`config.mk`:
```
export PLATFORM = sky130hd
export DESIGN_NAME = serial_shifter
export DESIGN_NICKNAME = d
export VERILOG_FILES = /design/src/rtl/sshift_pkg.sv /design/src/rtl/sshift_count.sv /design/src/rtl/sshift_dp.sv /design/src/rtl/sshift_ctrl.sv /design/src/rtl/serial_shifter.sv
export SDC_FILE = /design/constraint.sdc
export NUM_CORES = 1
export LEC_CHECK = 0
export BUFFER_PORTS_ARGS = -buffer_cell sky130_fd_sc_hd__buf_2
export CAP_MARGIN = 25
export CORE_MARGIN = 2
export CORE_UTILIZATION = 25
export CTS_CLUSTER_SIZE = 25
export DETAILED_ROUTE_END_ITERATION = 8
export SYNTH_ARGS = -nofsm -noshare
export SYNTH_HDL_FRONTEND = slang
export SYNTH_SLANG_ARGS = --single-unit
```
`constraint.sdc`:
```
create_clock -name clk -period 2.4 [get_ports clk]
set_input_delay 0.12 -clock clk [delete_from_list [all_inputs] [get_ports clk]]
set_output_delay 0.12 -clock clk [all_outputs]
set_load 0.05 [all_outputs]
```
`src/rtl/sshift_pkg.sv`:
```
package sshift_pkg;

    typedef enum logic [1:0] {
        ST_IDLE   = 2'd0,
        ST_SHIFT  = 2'd1,
        ST_FINISH = 2'd2
    } sstate_t;

    localparam logic [1:0] OPS_LEFT  = 2'b00;
    localparam logic [1:0] OPS_RIGHT = 2'b01;

endpackage

```
`src/rtl/sshift_count.sv`:
```
module sshift_count #(
    parameter int CNT_W = 5
) (
    input  logic             clk,
    input  logic             rst_n,
    input  logic             load,
    input  logic [CNT_W-1:0] load_val,
    input  logic             dec,
    output logic             last
);
    logic [CNT_W-1:0] cnt_q;
    logic [CNT_W-1:0] cnt_dec;

    assign cnt_dec = cnt_q - 1'b1;
    assign last    = (cnt_dec == '0);

    always_ff @(posedge clk or negedge rst_n) begin
        if (!rst_n) begin
            cnt_q <= '0;
        end else if (load) begin
            cnt_q <= load_val;
        end else if (dec) begin
            cnt_q <= cnt_dec;
        end
    end

    // each step removes exactly one from the remaining count
    a_r5_count_down: assert property (@(posedge clk) disable iff (!rst_n)
        (dec && !load) |=> (cnt_q == $past(cnt_q) - 1'b1));

endmodule

```
`src/rtl/sshift_dp.sv`:
```
module sshift_dp
    import sshift_pkg::*;
#(
    parameter int DW = 32
) (
    input  logic          clk,
    input  logic          rst_n,
    input  logic          load,
    input  logic          step,
    input  logic [DW-1:0] operand,
    input  logic [1:0]    opsel,
    output logic [DW-1:0] q
);
    logic [1:0] op_q;

    function automatic logic [DW-1:0] one_step(input logic [DW-1:0] v,
                                               input logic [1:0] op);
        logic [DW-1:0] r;
        if (op == OPS_LEFT)       r = {v[DW-2:0], 1'b0};
        else if (op == OPS_RIGHT) r = {1'b0, v[DW-1:1]};
        else                      r = {v[DW-1], v[DW-1:1]};
        return r;
    endfunction

    always_ff @(posedge clk or negedge rst_n) begin
        if (!rst_n) begin
            q    <= '0;
            op_q <= OPS_LEFT;
        end else if (load) begin
            q    <= one_step(operand, opsel);
            op_q <= opsel;
        end else if (step) begin
            q    <= one_step(q, op_q);
        end
    end

    // arithmetic steps keep the sign bit
    a_r4_sign_kept: assert property (@(posedge clk) disable iff (!rst_n)
        (step && !load && op_q[1]) |=> (q[DW-1] == $past(q[DW-1])));

    // left steps shift a zero into bit 0
    a_r2_zero_fill: assert property (@(posedge clk) disable iff (!rst_n)
        (step && !load && op_q == OPS_LEFT) |=> (q[0] == 1'b0));

endmodule

```
`src/rtl/sshift_ctrl.sv`:
```
module sshift_ctrl
    import sshift_pkg::*;
(
    input  logic clk,
    input  logic rst_n,
    input  logic start,
    input  logic amt_zero,
    input  logic amt_one,
    input  logic last,
    output logic load,
    output logic step,
    output logic stall,
    output logic done,
    output logic bypass
);
    sstate_t state_q, state_d;

    always_ff @(posedge clk or negedge rst_n) begin
        if (!rst_n) state_q <= ST_IDLE;
        else        state_q <= state_d;
    end

    always_comb begin
        state_d = state_q;
        load    = 1'b0;
        step    = 1'b0;
        stall   = 1'b0;
        done    = 1'b0;
        bypass  = 1'b0;
        unique case (state_q)
            ST_IDLE: begin
                if (start && amt_zero) begin
                    done   = 1'b1;
                    bypass = 1'b1;
                end else if (start) begin
                    load    = 1'b1;
                    stall   = 1'b1;
                    state_d = amt_one ? ST_FINISH : ST_SHIFT;
                end
            end
            ST_SHIFT: begin
                step    = 1'b1;
                stall   = 1'b1;
                state_d = last ? ST_FINISH : ST_SHIFT;
            end
            ST_FINISH: begin
                done    = 1'b1;
                state_d = ST_IDLE;
            end
            default: state_d = ST_IDLE;
        endcase
    end

    // the finish state lasts one cycle
    a_r5_finish_once: assert property (@(posedge clk) disable iff (!rst_n)
        (state_q == ST_FINISH) |=> (state_q == ST_IDLE));

endmodule

```
`src/rtl/serial_shifter.sv`:
```
module serial_shifter #(
    parameter int DW = 32
) (
    input  logic                  clk,
    input  logic                  rst_n,
    input  logic                  start,
    input  logic [DW-1:0]         operand,
    input  logic [$clog2(DW)-1:0] amount,
    input  logic [1:0]            opsel,
    output logic                  stall,
    output logic [DW-1:0]         result,
    output logic                  done
);
    localparam int AW = $clog2(DW);

    logic          load, step, last, bypass;
    logic [AW-1:0] amt_m1;
    logic [DW-1:0] q;

    assign amt_m1 = amount - 1'b1;

    sshift_ctrl u_ctrl (
        .clk      (clk),
        .rst_n    (rst_n),
        .start    (start),
        .amt_zero (amount == '0),
        .amt_one  (amt_m1 == '0),
        .last     (last),
        .load     (load),
        .step     (step),
        .stall    (stall),
        .done     (done),
        .bypass   (bypass)
    );

    sshift_count #(.CNT_W(AW)) u_count (
        .clk      (clk),
        .rst_n    (rst_n),
        .load     (load),
        .load_val (amt_m1),
        .dec      (step),
        .last     (last)
    );

    sshift_dp #(.DW(DW)) u_dp (
        .clk     (clk),
        .rst_n   (rst_n),
        .load    (load),
        .step    (step),
        .operand (operand),
        .opsel   (opsel),
        .q       (q)
    );

    assign result = bypass ? operand : q;

    // stall and done never overlap
    a_r6_exclusive: assert property (@(posedge clk) disable iff (!rst_n)
        !(stall && done));

    // a stall is followed by more stall or by completion
    a_r6_resolves: assert property (@(posedge clk) disable iff (!rst_n)
        stall |=> (stall || done));

    // zero distance passes the operand through at once
    a_r7_passthru: assert property (@(posedge clk) disable iff (!rst_n)
        bypass |-> (done && !stall && result == operand));

endmodule

```
==> results.sh <==
export IMPL_outcome="completed"
export IMPL_worst_path_max_delay_cell="dfrtp_1"
export IMPL_p_total_w=0.00547
export IMPL_path_max_fanout=32
export IMPL_rows=40
export IMPL_synthToLayoutAreaGrowth_pct=23.6
export IMPL_cts_made_buffers=5
export IMPL_fp_dieH_um=114
export IMPL_crit_path_end_kind="output port"
export IMPL_post_synth_top_area_cell="dfrtp_1"
export IMPL_postLayoutCellArea_um2=3770
export IMPL_drc=0
export IMPL_tightest_slew_ps=615
export IMPL_netlist_area_leader_share=0.336
export IMPL_first_iter_violations=150
export IMPL_finalHoldViolCount=0
export IMPL_wire_per_inst_um=15.8
export IMPL_hold_ws_ps=111
export IMPL_clk_path_buf_depth=2
export IMPL_power_density_nw_per_um2=1450
export IMPL_regArea_um2=1030
export IMPL_hpwl_mm=5.99
export IMPL_worstPathArrival_ps=2010
export IMPL_netlist_top_cells_area="dfrtp_1, mux2_2, a221o_1"
export IMPL_drt_first_pass_iters=4
export IMPL_slew_headroom=0.590
export IMPL_finalCritPeriodShare=0.887
export IMPL_cts_htree_levels=2
export IMPL_initial_core_util=0.255
export IMPL_io_pins=76
export IMPL_cpPeakStageDelay_ps=420
export IMPL_power_leakage_nw=1.74
export IMPL_yosysMostFrequentCell="nand2_1"
export IMPL_setup_viol=0
export IMPL_ys_flop_type="dfrtp_1"
export IMPL_diodes=0
export IMPL_yosys_register_bits=41
export IMPL_skew_ps=4.04
export IMPL_vias=2690
export IMPL_gr_total_overflow=0
export IMPL_min_path_type="in -> reg"
export IMPL_critPathKind="reg -> out"
export IMPL_drive_gt1_frac=0.423
export IMPL_cts_tree="done"
export IMPL_clk_pin_slew_ps=60
export IMPL_synthArstFlopShare=1.00
export IMPL_nNetsFinal=435
export IMPL_post_cts_buffers=0
export IMPL_syn_cell_area_um2=3050
export IMPL_path_cells="nor3b_2 -> nand2_2 -> buf_4 -> mux2_4 -> buf_2"
export IMPL_postRouteAntennaNets=0
export IMPL_gp_congestion=0.810
export IMPL_antenna_found_initial=0
export IMPL_synth_nets=367
export IMPL_grt_max_degree=42
export IMPL_drt_wl_total_mm=8.49
export IMPL_multiInputGateArea_um2=1860
export IMPL_insertion_delay_ps=280
export IMPL_synth_edf_count=0
export IMPL_syn_inst=321
export IMPL_place_area_um2=3560
export IMPL_critPathRequiredTime_ps=2280
export IMPL_portBuffers=75
export IMPL_synth_distinct_cells=42
export IMPL_slew_violations=0
export IMPL_setup_tns_ps=0
export IMPL_ys_warn_count=0
export IMPL_viasPerCell=5.01
export IMPL_ys_seq_area_frac=0.336
export IMPL_max_freq_ghz=0.470
export IMPL_start_kind="register"
export IMPL_min_period_ps=2130
export IMPL_drv_cap=0
export IMPL_synth_avg_cell_area_um2=9.50
export IMPL_grt_pass1_vias=2623
export IMPL_postCtsHoldBufs=0
export IMPL_grt_usage=0.131
export IMPL_ir_worst_vdd_uv=381
export IMPL_synth_top_cells_by_count="nand2_1, mux2_2, dfrtp_1"
export IMPL_clockRootBuffer="clkbuf_16"
export IMPL_die_x_um=114
export IMPL_fillers=1233
export IMPL_cts_sinks=41
export IMPL_critPathTopFamily="buffers and inverters"
export IMPL_grt_setup_unrepaired="no"
export IMPL_grt_pass1_wl_mm=13.6
export IMPL_cts_resized=0
export IMPL_dieArea_um2=13100
export IMPL_core_um2=12000
export IMPL_critPathBufInv=2
## report_power, final
| part | switching (W) | internal (W) | total [W] |
|---|---|---|---|
| Clock | 0.000284 | 0.000519 | 0.000803 |
| Sequential | 0.000374 | 0.00104 | 0.00141 |
| Combinational | 0.00189 | 0.00136 | 0.00326 |
| Total | 0.00255 | 0.00292 | 0.00547 |
## logic make-up (layout without fill, tap and decap cells)
group           after synthesis  after routing  synth area share
simple gates                 92             92             0.137
compound gates               82             82             0.193
mux                          64             64             0.241
flops                        41             41             0.336
buf+inv                      31            100            0.0562
xor+xnor                      7              7            0.0201
fa+ha+maj                     4              4            0.0164
## per-layer routing
metal	global-route usage	wire length, µm
met5	0	0
met4	0.0333	92
met3	0.0281	476
met2	0.210	3910
met1	0.178	4010
## layout by cell type (no fill, tap or decap), types with 4 or more instances in the layout
cell type   n
clkbuf_16   5
nor2_1      5
dfrtp_1    41
inv_1       5
xnor2_1     4
mux2_4      5
a221o_1    27
buf_2      75
nand2_1    67
ha_1        4
mux2_2     56
a21oi_1    34
buf_4       8
o21ai_0     7
## per-stage QoR
step | setup slack [ps] | util | instances
final | 272 | 0.315 | 537
after global routing | 160 | 0.315 | 537
after CTS | 267 | 0.313 | 535
after detailed placement | 344 | 0.298 | 527
after global placement | 381 | 0.298 | 527
after floorplan | 654 | - | 321
## area by class of cell
| type | count | area share |
|---|---|---|
| tap | 147 | 0.0488 |
| clock inverter | 2 | 0.00995 |
| multi-input combinational | 249 | 0.493 |
| inverter | 5 | 0.00498 |
| sequential | 41 | 0.272 |
| timing repair buffer | 87 | 0.134 |
| clock buffer | 6 | 0.0368 |
## sequential cells by signal (all words and copies together), names as in the netlist
signal and cells:
u_dp.op_q 2, u_count.cnt_q 5, u_ctrl.state_q 2, u_dp.q 32
## path summary, 6_finish.rpt
kind	from	end	slack [ps]	cells past startpoint
hold reg to reg	u_count.cnt_q[1]$_DFFE_PN0P_	u_count.cnt_q[1]$_DFFE_PN0P_	550	2
setup reg to reg	u_ctrl.state_q[0]$_DFFE_PN0P_	u_dp.q[31]$_DFFE_PN0P_	710	5
setup / recovery	u_ctrl.state_q[0]$_DFFE_PN0P_	result[19]	270	5
max in group asynchronous	rst_n	u_dp.q[13]$_DFFE_PN0P_	1640	3
hold / removal	amount[0]	u_count.cnt_q[0]$_DFFE_PN0P_	110	2
min in group asynchronous	rst_n	u_dp.q[26]$_DFFE_PN0P_	280	2
Power figures use the tool's default switching activity.
